`src/rtl/adc_rd_pkg.sv`:
```
package adc_rd_pkg;
  typedef enum logic [1:0] {
    ST_IDLE  = 2'd0,
    ST_CONV  = 2'd1,
    ST_SHIFT = 2'd2
  } rd_state_e;
endpackage

```
`src/rtl/adc_rd_sclk.sv`:
```
module adc_rd_sclk #(
  parameter int HALF = 4
) (
  input  logic clk_i,
  input  logic rst_ni,
  input  logic run_i,
  output logic sclk_o,
  output logic rise_o,
  output logic fall_o
);
  localparam int CW = $clog2(HALF + 1);
  localparam logic [CW-1:0] LD = CW'(HALF - 1);

  logic [CW-1:0] cnt_q;
  logic          sclk_q;
  logic          tick;

  assign tick   = run_i && (cnt_q == '0);
  assign rise_o = tick && !sclk_q;
  assign fall_o = tick && sclk_q;
  assign sclk_o = sclk_q;

  always_ff @(posedge clk_i or negedge rst_ni) begin
    if (!rst_ni) begin
      cnt_q  <= LD;
      sclk_q <= 1'b0;
    end else if (!run_i) begin
      cnt_q  <= LD;
      sclk_q <= 1'b0;
    end else if (tick) begin
      cnt_q  <= LD;
      sclk_q <= ~sclk_q;
    end else begin
      cnt_q  <= cnt_q - 1'b1;
    end
  end

  assert_sclk_idle_R9: assert property (@(posedge clk_i) disable iff (!rst_ni)
    !run_i |=> !sclk_q);
  assert_phase_len_R4: assert property (@(posedge clk_i) disable iff (!rst_ni)
    (run_i && $changed(sclk_q)) |-> cnt_q == LD);
endmodule

```
`src/rtl/adc_rd_shreg.sv`:
```
module adc_rd_shreg #(
  parameter int W = 8
) (
  input  logic         clk_i,
  input  logic         rst_ni,
  input  logic         clr_i,
  input  logic         shift_i,
  input  logic         bit_i,
  output logic [W-1:0] word_o,
  output logic         full_o
);
  localparam int NW = $clog2(W + 1);

  logic [W-1:0]  word_q;
  logic [NW-1:0] num_q;

  always_ff @(posedge clk_i or negedge rst_ni) begin
    if (!rst_ni) begin
      word_q <= '0;
      num_q  <= '0;
    end else if (clr_i) begin
      num_q  <= '0;
    end else if (shift_i) begin
      word_q <= {word_q[W-2:0], bit_i};
      num_q  <= num_q + 1'b1;
    end
  end

  assign word_o = word_q;
  assign full_o = (num_q == NW'(W));

  assert_no_overflow_R4: assert property (@(posedge clk_i) disable iff (!rst_ni)
    shift_i |-> !full_o);
endmodule

```
`src/rtl/adc_rd_ctrl.sv`:
```
module adc_rd_ctrl
  import adc_rd_pkg::*;
#(
  parameter int WAIT_CYC = 1500
) (
  input  logic clk_i,
  input  logic rst_ni,
  input  logic req_i,
  input  logic fall_i,
  input  logic full_i,
  output logic busy_o,
  output logic cnv_n_o,
  output logic run_o,
  output logic clr_o,
  output logic done_o
);
  localparam int WW = $clog2(WAIT_CYC + 1);
  localparam logic [WW-1:0] WLD = WW'(WAIT_CYC - 1);

  rd_state_e     state_q, state_d;
  logic [WW-1:0] wcnt_q, wcnt_d;
  logic          cnv_n_q, cnv_n_d;
  logic          start;

  assign start  = (state_q == ST_IDLE) && req_i;
  assign done_o = (state_q == ST_SHIFT) && fall_i && full_i;
  assign clr_o  = start;
  assign run_o  = (state_q == ST_SHIFT);
  assign busy_o = (state_q != ST_IDLE);
  assign cnv_n_o = cnv_n_q;

  always_comb begin
    state_d = state_q;
    wcnt_d  = wcnt_q;
    cnv_n_d = cnv_n_q;
    unique case (state_q)
      ST_IDLE: if (req_i) begin
        state_d = ST_CONV;
        wcnt_d  = WLD;
        cnv_n_d = 1'b0;
      end
      ST_CONV: begin
        if (wcnt_q == '0) state_d = ST_SHIFT;
        else              wcnt_d  = wcnt_q - 1'b1;
      end
      ST_SHIFT: if (done_o) begin
        state_d = ST_IDLE;
        cnv_n_d = 1'b1;
      end
      default: begin
        state_d = ST_IDLE;
        cnv_n_d = 1'b1;
      end
    endcase
  end

  always_ff @(posedge clk_i or negedge rst_ni) begin
    if (!rst_ni) begin
      state_q <= ST_IDLE;
      wcnt_q  <= '0;
      cnv_n_q <= 1'b1;
    end else begin
      state_q <= state_d;
      wcnt_q  <= wcnt_d;
      cnv_n_q <= cnv_n_d;
    end
  end

  assert_start_on_req_R2: assert property (@(posedge clk_i) disable iff (!rst_ni)
    $fell(cnv_n_q) |-> $past(req_i) && !$past(busy_o));
  assert_cnv_tracks_busy_R9: assert property (@(posedge clk_i) disable iff (!rst_ni)
    busy_o == !cnv_n_q);
  assert_busy_req_ignored_R7: assert property (@(posedge clk_i) disable iff (!rst_ni)
    (state_q == ST_CONV && wcnt_q != '0) |=> state_q == ST_CONV);
endmodule

```
`src/rtl/adc_readout.sv`:
```
module adc_readout #(
  parameter int CLK_HZ    = 200_000_000,
  parameter int CONV_NS   = 7500,
  parameter int SCLK_HALF = 4,
  parameter int NBITS     = 8
) (
  input  logic             clk_i,
  input  logic             rst_ni,
  input  logic             req_i,
  output logic             busy_o,
  output logic             cnv_n_o,
  output logic             sclk_o,
  input  logic             sdata_i,
  output logic [NBITS-1:0] data_o,
  output logic             valid_o
);
  localparam longint PROD   = longint'(CLK_HZ) * longint'(CONV_NS);
  localparam int WAIT_CYC   = int'((PROD + 64'd999_999_999) / 64'd1_000_000_000);

  logic             run, clr, done, rise, fall, full;
  logic [NBITS-1:0] word;
  logic [NBITS-1:0] data_q;
  logic             valid_q;

  adc_rd_ctrl #(.WAIT_CYC(WAIT_CYC)) u_ctrl (
    .clk_i   (clk_i),
    .rst_ni  (rst_ni),
    .req_i   (req_i),
    .fall_i  (fall),
    .full_i  (full),
    .busy_o  (busy_o),
    .cnv_n_o (cnv_n_o),
    .run_o   (run),
    .clr_o   (clr),
    .done_o  (done)
  );

  adc_rd_sclk #(.HALF(SCLK_HALF)) u_sclk (
    .clk_i  (clk_i),
    .rst_ni (rst_ni),
    .run_i  (run),
    .sclk_o (sclk_o),
    .rise_o (rise),
    .fall_o (fall)
  );

  adc_rd_shreg #(.W(NBITS)) u_shreg (
    .clk_i   (clk_i),
    .rst_ni  (rst_ni),
    .clr_i   (clr),
    .shift_i (rise),
    .bit_i   (sdata_i),
    .word_o  (word),
    .full_o  (full)
  );

  always_ff @(posedge clk_i or negedge rst_ni) begin
    if (!rst_ni) begin
      data_q  <= '0;
      valid_q <= 1'b0;
    end else begin
      valid_q <= done;
      if (done) data_q <= word;
    end
  end

  assign data_o  = data_q;
  assign valid_o = valid_q;

  assert_valid_pulse_R6: assert property (@(posedge clk_i) disable iff (!rst_ni)
    valid_q |=> !valid_q);
  assert_valid_at_end_R6: assert property (@(posedge clk_i) disable iff (!rst_ni)
    valid_q |-> cnv_n_o && !busy_o && !sclk_o);
  assert_data_hold_R8: assert property (@(posedge clk_i) disable iff (!rst_ni)
    !valid_q |-> $stable(data_q));
  assert_sclk_in_txn_R9: assert property (@(posedge clk_i) disable iff (!rst_ni)
    sclk_o |-> !cnv_n_o);
endmodule

```
`config.mk`:
```
export PLATFORM = sky130hd
export DESIGN_NAME = adc_readout
export DESIGN_NICKNAME = d
export VERILOG_FILES = /design/src/rtl/adc_rd_pkg.sv /design/src/rtl/adc_rd_sclk.sv /design/src/rtl/adc_rd_shreg.sv /design/src/rtl/adc_rd_ctrl.sv /design/src/rtl/adc_readout.sv
export SDC_FILE = /design/constraint.sdc
export NUM_CORES = 1
export LEC_CHECK = 0
export BUFFER_PORTS_ARGS = -buffer_cell sky130_fd_sc_hd__buf_2
export CAP_MARGIN = 25
export CORE_ASPECT_RATIO = 1.2
export CORE_MARGIN = 2
export CORE_UTILIZATION = 46
export CTS_CLUSTER_DIAMETER = 200
export DETAILED_ROUTE_END_ITERATION = 10
export GPL_TIMING_DRIVEN = 0
export SETUP_SLACK_MARGIN = 0.15
export SLEW_MARGIN = 20
export SYNTH_ARGS = -nofsm -noshare
export SYNTH_HDL_FRONTEND = slang
export SYNTH_SLANG_ARGS = --single-unit
```
`constraint.sdc`:
```
create_clock -name clk_i -period 4.55 [get_ports clk_i]
set_clock_uncertainty 0.2 [all_clocks]
set_input_delay 0.91 -clock clk_i [delete_from_list [all_inputs] [get_ports clk_i]]
set_output_delay 0.91 -clock clk_i [all_outputs]
set_load 0.005 [all_outputs]
```
# Yosys cells after proc, flatten, opt, wreduce, memory -nomap -nowiden

Index checks and enable logic that the tools add are counted.

Add/subtract/negate cells: 3
Equality and inequality tests: 8
Multiplexer cells: 16
Bitwise logic cells: 3
Reductions and logical operators: 17

Operators with widths:

| operator              | number |
|---|---|
| $mux 11               | 2 |
| $pmux 11 s2           | 1 |
| $logic_not 11->1      | 1 |
| $sub 11x1->11 const B | 1 |
| $reduce_and 3->1      | 3 |
| $mux 4                | 2 |
| $ne 2x2->1 const B    | 4 |
| $logic_and 1x1->1     | 6 |
| $mux 2                | 3 |
| $mux 3                | 2 |
| $pmux 2 s3            | 1 |
| $reduce_bool 2->1     | 3 |
| $add 4x1->4 const B   | 1 |
| $eq 4x4->1 const B    | 1 |
| $mux 1                | 4 |
| $logic_not 3->1       | 1 |
| $not 1->1             | 3 |
| $pmux 1 s3            | 1 |
| $sub 3x1->3 const B   | 1 |
| $eq 2x1->1 const B    | 1 |
| $eq 2x2->1 const B    | 1 |
| $logic_not 2->1       | 1 |
| $ne 2x1->1 const B    | 1 |
| $reduce_and 2->1      | 1 |
| $logic_not 1->1       | 1 |

Flip-flop bits (word level): 39
Input bits: 4
Output and inout bits: 12
Word-level logic and storage cells: 56

# Longest topological paths before layout

Gate-level depths: netlist (run 1).

Depth in word-level cells: 7
Depth in mapped cells: 7
Depth with buffers taken out: 6

# By module

From an unflattened synthesis (run 1), not the netlist that was laid out.

Cells, all modules: 156
Area, all modules: 1873.0 um2

Modules (own cells, without submodules):

| module       | instances | cells an instance | area an instance (um2) | seq. area each (um2) |
|---|---|---|---|---|
| adc_rd_ctrl  | 1         | 80                | 752.0                  | 351.6 |
| adc_rd_shreg | 1         | 40                | 573.0                  | 300.3 |
| adc_readout  | 1         | 18                | 356.6                  | 225.2 |
| adc_rd_sclk  | 1         | 18                | 191.4                  | 102.6 |

# Worst setup path after synthesis (run 1)

OpenSTA, ideal clock, no wires.

Kind: reg-to-reg
Start point: register u_ctrl.wcnt_q[0]
End point: register u_ctrl.state_q[0]
Setup time: 124 ps
Arrival: 1588 ps
Required time: 4226 ps
Path slack: 2638 ps
Cell stages (with the launch flop): 6
Buffers on the path: 0
Period minus slack after synthesis: 1912 ps
Cells stage by stage: dfrtp_1 -> inv_1 -> ha_1 -> nor2b_1 -> a31oi_1 -> or2_1

Longest elaborated chain between the ends: 3

Ends and longest elaborated chain:

| item                       | RTL line          | source |
|---|---|---|
| start, declared            | adc_rd_ctrl.sv:21 | `logic [WW-1:0] wcnt_q, wcnt_d;` |
| start signal, assigned     | adc_rd_ctrl.sv:64 | `wcnt_q <= wcnt_d;` |
| $logic_not 11->1           | adc_rd_ctrl.sv:43 | `if (wcnt_q == '0) state_d = ST_SHIFT;` |
| $ne 2x1->1 (no line)       | --                |  |
| $reduce_and 3->1 (no line) | --                |  |
| end signal, assigned       | adc_rd_ctrl.sv:63 | `state_q <= state_d;` |
| end, declared              | adc_rd_ctrl.sv:20 | `rd_state_e state_q, state_d;` |

Every way passes these cells.
A chain may end at the register's enable or synchronous reset.

# Worst setup path in the final report (run 1)

Start point: register u_ctrl.state_q[0]
End point: output busy_o

Longest elaborated chain between the ends: 1

Ends and longest elaborated chain:

| item              | RTL line          | source |
|---|---|---|
| $reduce_bool 2->1 | adc_rd_ctrl.sv:29 | `assign busy_o = (state_q != ST_IDLE);` |
| end, declared     | adc_readout.sv:10 | `output logic busy_o,` |

Every way passes these cells.

==> results of run 1 <==
[flip-flops by register name, summed over array words and instances (netlist names)]
signal and flops:
u_sclk.sclk_o 1, u_ctrl.state_q 2, u_ctrl.wcnt_q 11, u_ctrl.cnv_n_o 1
valid_o 1, u_shreg.word_o 8, u_sclk.cnt_q 3, u_shreg.num_q 4
data_o 8
[placed cells by master, fill, tap and decap left out, drive strengths merged]
master,instances
nor4b,1
xnor2,6
mux2i,3
nand3,4
bufinv,1
ha,6
nor3,7
a31oi,1
nand3b,1
a2111oi,2
nor2b,1
clkinv,1
or2b,1
o31ai,2
a21oi,6
or2,4
dfstp,3
a211oi,1
nand2,10
dfrtp,36
nand4b,1
or3,1
o22a,1
a311oi,1
clkbuf,7
mux2,16
nor4,3
nor2,11
and2b,1
or4b,1
o21a,1
buf,17
o22ai,1
o41ai,1
inv,6
nand2b,3
xor2,1
or4,2
nand4,1
[area by class of cell]
class                      instances  area share
timing repair buffer              15      0.0361
buffer                             3     0.00662
clock buffer                       6      0.0397
multi-input combinational        102       0.386
sequential                        39       0.471
clock inverter                     2      0.0168
tap                               54      0.0325
inverter                           6      0.0108
[stage by stage]
step                      worst slack, ns  instance area (sq um)
after floorplan                      2.64                   1820
after global placement               2.40                   1960
after detailed placement             2.38                   1960
after CTS                            2.23                   2080
after global routing                 2.19                   2080
final                                2.26                   2080
[cell families after synthesis]
kind of cell               count (synthesis)
xor gates and xnor gates                   7
DFF                                       39
AOI/OAI and AO/OA                         17
and+or+nand+nor                           53
muxes                                     19
adders and majority gates                  6
buffers and inverters                      9
[worst max-delay path, cell delays in order (launching register included)]
cell and delay (ns):
sky130_fd_sc_hd__dfrtp_1 0.46, sky130_fd_sc_hd__or2_2 0.31, sky130_fd_sc_hd__buf_2 0.13
[power breakdown]
group	internal [mW]	switching, mW
logic	0.0541	0.0683
registers	0.381	0.0484
clock network	0.177	0.116
total	0.613	0.232
[how the worst max path moves through the flow]
stage	to	slack [ns]
floorplan	u_ctrl.state_q[0]	2.64
global placement	u_ctrl.state_q[0]	2.40
detailed placement	u_ctrl.state_q[0]	2.38
CTS	busy_o	2.23
global route	busy_o	2.19
finish	busy_o	2.26
[layer usage]
metal / GRT usage / up-vias
li1: - / 579
met1: 0.188 / 612
met2: 0.305 / 14
met3: 0.0426 / 5
met4: 0.0709 / 0
met5: 0 / -
==> results list, run 1 <==
- Maximum fanout count along the critical path: 9
- Hold Vio Cnt, Final: 0
* Min-delay src: u_sclk.cnt_q[0]
- For hold timing, the worst endpoint is u_sclk.cnt_q[0].
* Maximum number of pins on one net before global-route repair: 40
- Top-level I/O count: 16
- Mean instance size in the synthesized netlist: 12.1 sq um
* Clock buffers created by TritonCTS: 5
- Remaining global-route overflow: 0
- Measured against its own limit, the worst slew margin works out to 0.432.
* Met2 wire length: 1.75 mm
- Sort of element at the end of the critical path: output pin
- CTS built an H-tree with a depth of 2.
- In this run the clock root is driven by a sky130_fd_sc_hd__clkbuf_8.
* Dominant combinational cell family by area after synthesis: simple AND/OR/NAND/NOR gates
- Among all flip-flop cells after synthesis, the most frequent one is sky130_fd_sc_hd__dfrtp_1.
* Clock transition at the registers of the reported paths: 0.07 ns
- Summed over all layers, the routed wires come to 3.14 mm.
- Max Freq: 0.436 GHz
- Measured against the total synthesized area, the mux share comes to 0.116.
- After synthesis, the cell types taking the most area are sky130_fd_sc_hd__dfrtp_1 (50%), sky130_fd_sc_hd__mux2_2 (9.9%), sky130_fd_sc_hd__dfstp_2 (4.3%).
* Number of synthesized flops with an enable pin: 0
- Buffers on Ports: 15
* DRC Markers: 0
- In this run the static leakage power is 0.945 nW.
- Ratio of routed vias to standard cells: 5.33
- Die extent in y: 72.9 microns
* Launching element type of the critical path: register
* Crit path DAT: 1.18 ns
- Adder-cell share of the synthesized area: 0.0413
- Global-route wire length before repair: 5.54 mm
* Worst setup path startpoint: u_ctrl.state_q[0]
- Final setup violation count: 0
* Number of antenna repair diodes: 0
- Fraction of the mapped netlist area in compound gates: 0.0846
- Area inside the core boundary: 3880 sq um
- The number of slew-limit violations in the final report was 0.
- In this run the worst hold path is classified as reg2reg.
- Met1 routed wirelength after detailed routing: 1.26 mm
* Area share of the largest cell type after synthesis: 0.495
- The floorplan has 25 rows.
* Most used standard cell by instance count after synthesis: sky130_fd_sc_hd__dfrtp_1
- Final cycle utilization of the critical path: 0.504
- The design draws 0.845 mW.
* Final cell count without fillers: 227
- Worst R2R Start: u_ctrl.wcnt_q[0]
- Hold Path Cell Cnt: 1
* Ratio of cells with drive above 1 in the final layout: 0.301
- After detailed routing, no signal wire sits above met4.
- In the final routed layout, each cell accounts on average for 13.8 microns.
* List of most frequent post-synthesis cells: sky130_fd_sc_hd__dfrtp_1 (36), sky130_fd_sc_hd__mux2_2 (16), sky130_fd_sc_hd__nor2_1 (11), sky130_fd_sc_hd__nand2_1 (10), sky130_fd_sc_hd__nor3_1 (7)
* Hold WS: 0.259 ns
* Synthesized netlist net count: 160
- TritonCTS built the clock tree.
- The synthesized design contains 39 register bits.
- In the final layout, flip-flops and latches occupy 980 sq um.
- Detailed routing placed a total of 89 microns of wire on met3.
* Routability-driven placement congestion ratio: 0.718
- For this configuration, the core starts out at a cell density of 0.469.
* Area growth syn-to-layout: 14.3%
- Reported max-cap violation count: 0
* Async set-reset flop share out of synthesis: 1.00
- Of the total synthesized cell area, the portion taken by AND, OR, NAND and NOR gates is 0.166.
* Gates resized, CTS repair: 0
- CTS Buffer Depth: 2
* Unrepaired setup endpoints after global routing: no
- Number of DRC violations after detailed-routing iteration 0: 53
* Number of placed cells counting well taps: 219
- The die is 61.4 microns wide.
* Aggregate global-route resource usage: 0.171
- Of the total synthesized cell area, the portion taken by XOR and XNOR cells is 0.0337.
* Number of post-CTS setup repair buffers: 0
* HPWL after detailed placement: 2.24 mm
- Counting the fill cells in the layout gives 367.
- The run finished with clean final reports.
- The routed design could run at a clock period as short as 2.29 ns.
- The via count of the first global-routing pass came to 1231.
- Counting every instance in the synthesized netlist gives 150.
* Highest ir drop seen on vdd: 0.000223 V
- Count of warnings emitted by yosys: 0
* Path type of the worst setup path: reg2out
- For the worst setup path, the data required time is 3.44 ns.
- Remaining antenna violation count: 0
- Before antenna repair, the detailed router went through 4 iterations.
- At the pin with the least slew margin, the transition time is 0.853 ns.
* Core utilization of the finished layout: 0.536
- The endpoint identified for the worst register-to-register timing path is u_ctrl.wcnt_q[1].
* Cell variety after synth: 40
- Hold_buf cts: 0
* Final #Nets: 182
- Area occupied by multi-input gates: 803 sq um
- After synthesis the cells add up to 1820 sq um.
- For this design the ratio of total power to cell area is 406 nW/um^2.
* Die Footprint: 4480 sq um
- Worst-skew pair later-pin latency: 0.29 ns
- Counting every sink on the clock net gives 39.
- Most area-hungry cell type in the Yosys netlist: sky130_fd_sc_hd__dfrtp_1
- Post-Route Setup TNS: 0 ns
- The number of cells on the worst reg-to-reg path is 6.
- Total number of vias: 1210
- Portion of the post-synthesis area used by sequential elements: 0.539
* Register-to-register setup slack: 2.40 ns
- The initial antenna violation count was 0.
(Power assumes the default switching activity.)
==> inputs of run 2 (changes only) <==
==> constraint.sdc (replaced) <==
create_clock -name clk_i -period 2.4 [get_ports clk_i]
set_clock_uncertainty 0.2 [all_clocks]
set_input_delay 0.48 -clock clk_i [delete_from_list [all_inputs] [get_ports clk_i]]
set_output_delay 0.48 -clock clk_i [all_outputs]
set_load 0.005 [all_outputs]
==> run 2 against run 1 <==
  * Sequential power is 90% higher
  * Cell area is 0.24% higher
  * First-iteration DRC count decreased by 17%
  * Critical path depth increased by 2
  * Non-clock buffer count unchanged
  * Largest cell class unchanged
==> results list, run 2 (same netlist as run 1, synthesis figures left out) <==
- The register with the most flip-flops in the layout has 11 of them.
* Crit path DAT: 2.06 ns
- Die extent in y: 72.9 microns
- The net count of the finished layout is 182.
- In this run the worst path has a maximum fanout of 10.
- Count of TritonRoute iterations in the first routing pass: 4
- Number of antenna repair diodes: 0
* Clock buffers created by TritonCTS: 5
* Highest ir drop seen on vdd: 0.000424 V
- The multi-input combinational cells in the finished layout cover a total of 806 sq um.
* Clock tree from TritonCTS: done
* Unrepaired setup endpoints after global routing: no
* DRC Markers: 0
- Post-route design area: 2080 sq um
* Sequential cell area: 980 sq um
- Core Rows: 25
- The analysis attributes to cell leakage a power of 0.944 nW.
- Time the final worst path needs with I/O delays and setup: 2.09 ns
* Total detailed-routing wirelength: 3.17 mm
- Final setup violation count: 0
* Global-route wire length before repair: 5.54 mm
- Timing analysis after detailed placement gives a worst setup slack of 0.231 ns.
* Chain of cells forming the critical path: nand2b_1 > nor3_1 > clkbuf_4 > mux2_2
* Launching element type of the critical path: register
- Hold_buf cts: 0
* Ratio of routed vias to standard cells: 5.26
- Together, buffers and inverters on the worst path number 1.
- Total number of vias: 1195
- HPWL after detailed placement: 2.24 mm
- Average routed wire per standard cell: 14.0 microns
* Clock transition at the registers of the reported paths: 0.08 ns
* Final cycle utilization of the critical path: 0.871
- Worst setup margin: 0.309 ns
- Leaving out fill and tap cells, the most frequent cells in the layout are sky130_fd_sc_hd__dfrtp_1 (36), sky130_fd_sc_hd__mux2_2 (16), sky130_fd_sc_hd__buf_2 (16).
- Relative to the synthesized area, the layout overhead comes to 14.6%.
- In this run the tightest slew margin relative to its limit is 0.435.
- CTS placed an instance of sky130_fd_sc_hd__clkbuf_8 at the clock tree root.
- Max-cap violations in this run came to 0.
- Max Freq: 0.478 GHz
* Most frequent standard cell in the layout excluding fill and tap cells: sky130_fd_sc_hd__dfrtp_1
* Portion of total power attributed to sequential cells: 0.507
* Relative contribution of the clock network to total power: 0.347
- Among all stages on the critical path, the largest delay is contributed by sky130_fd_sc_hd__dfrtp_1.
- In this run the power density over the cells is 771 nW/um^2.
* Filler Cell Count: 368
- Top-level I/O count: 16
* Maximum number of pins on one net before global-route repair: 40
* Switching power as a share of total power: 0.277
- The largest single stage delay on the critical path is 0.46 ns.
- Largest register by flop count: u_ctrl.wcnt_q
- CP top delay family: simple AND/OR/NAND/NOR gates
- Die Footprint: 4480 sq um
- Of the total power, combinational logic draws 0.146.
- Path type of the worst setup path: reg2reg
- Buffers on Ports: 15
- X dimension of the die: 61.4 microns
* Cell area after placement: 1960 sq um
* Hold Vio Cnt, Final: 0
- Aggregate global-route resource usage: 0.171
* Net switching component of the power: 0.445 mW
* Number of placed cells counting well taps: 219
- Critical Path RT: 2.37 ns
- Area inside the core boundary: 3880 sq um
- Register-to-register setup slack: 0.31 ns
- Summed over all layers, the global routing overflow is 0.
- Final cell count without fillers: 227
* Slew at the pin closest to its max-slew limit: 0.848 ns
- The tree built by TritonCTS fans out to 39 sinks.
- Routability-driven placement congestion ratio: 0.718
- The detailed router finished its first iteration with 44 violations.
- Post-Route Setup TNS: 0 ns
- Initial antenna violation count: 0
* CTS Buffer Depth: 2
* Number of H-tree levels: 2
* Status: finished, final reports clean
* HP Class: in2async
- Initial Utilization: 0.469
- Worst-skew pair later-pin latency: 0.29 ns
* Via count of the first global-routing pass: 1231
* Sort of element at the end of the critical path: register
* Ratio of cells with drive above 1 in the final layout: 0.306
- Internal power contribution: 1.16 mW
* Remaining antenna violation count: 0
- Number of max-slew violations in the final report: 0
## run 2: cell types whose count changed in the layout (fill, tap and decap cells not counted), sizes merged
cell,change
buf,-1
clkbuf,+1
## run 2: layout make-up
cell class / instances / share of cell area
tap: 54 / 0.0324
sequential: 39 / 0.470
buffer: 3 / 0.00780
clock inverter: 2 / 0.0168
multi-input combinational: 102 / 0.387
timing repair buffer: 15 / 0.0360
inverter: 6 / 0.0108
clock buffer: 6 / 0.0396
## run 2: what timing repair did
action	in CTS	in global routing
resized for setup	0	2
setup buffers	0	0
endpoints found under the setup margin	0	11
## run 2: worst paths after layout
kind	from	endpoint	cells after the start
setup reg to reg	u_ctrl.state_q[0]	data_o[1]	4
min in group clk_i	sdata_i	u_shreg.word_o[0]	2
hold reg to reg	u_sclk.cnt_q[0]	u_sclk.cnt_q[0]	1
hold / removal	rst_ni	u_ctrl.wcnt_q[8]	1
setup / recovery	u_ctrl.state_q[0]	data_o[1]	4
max in group asynchronous	rst_ni	data_o[4]	1
## run 2: routing by layer
layer,vias up,share of wire,GRT usage
met1,597,0.40,0.188
met5,-,0,0
li1,577,-,-
met2,16,0.55,0.305
met3,5,0.030,0.0426
met4,0,0.013,0.0709
## run 2: power groups by stage
stage	combinational [mW]	sequential, mW	clock [mW]
2_1_floorplan	0.182	0.806	0
3_3_place_gp	0.225	0.819	0
3_5_place_dp	0.237	0.827	0
4_1_cts	0.238	0.814	0.576
5_1_grt	0.269	0.824	0.598
6_report	0.235	0.815	0.558
## run 2: per-stage QoR
stage | hold slack, ns | util | power, mW
final | 0.0920 | 0.537 | 1.61
after global routing | 0.154 | 0.537 | 1.69
after CTS | 0.116 | 0.536 | 1.63
after detailed placement | 0.243 | 0.506 | 1.06
after global placement | 0.236 | 0.506 | 1.04
after floorplan | -0.0156 | - | 0.988
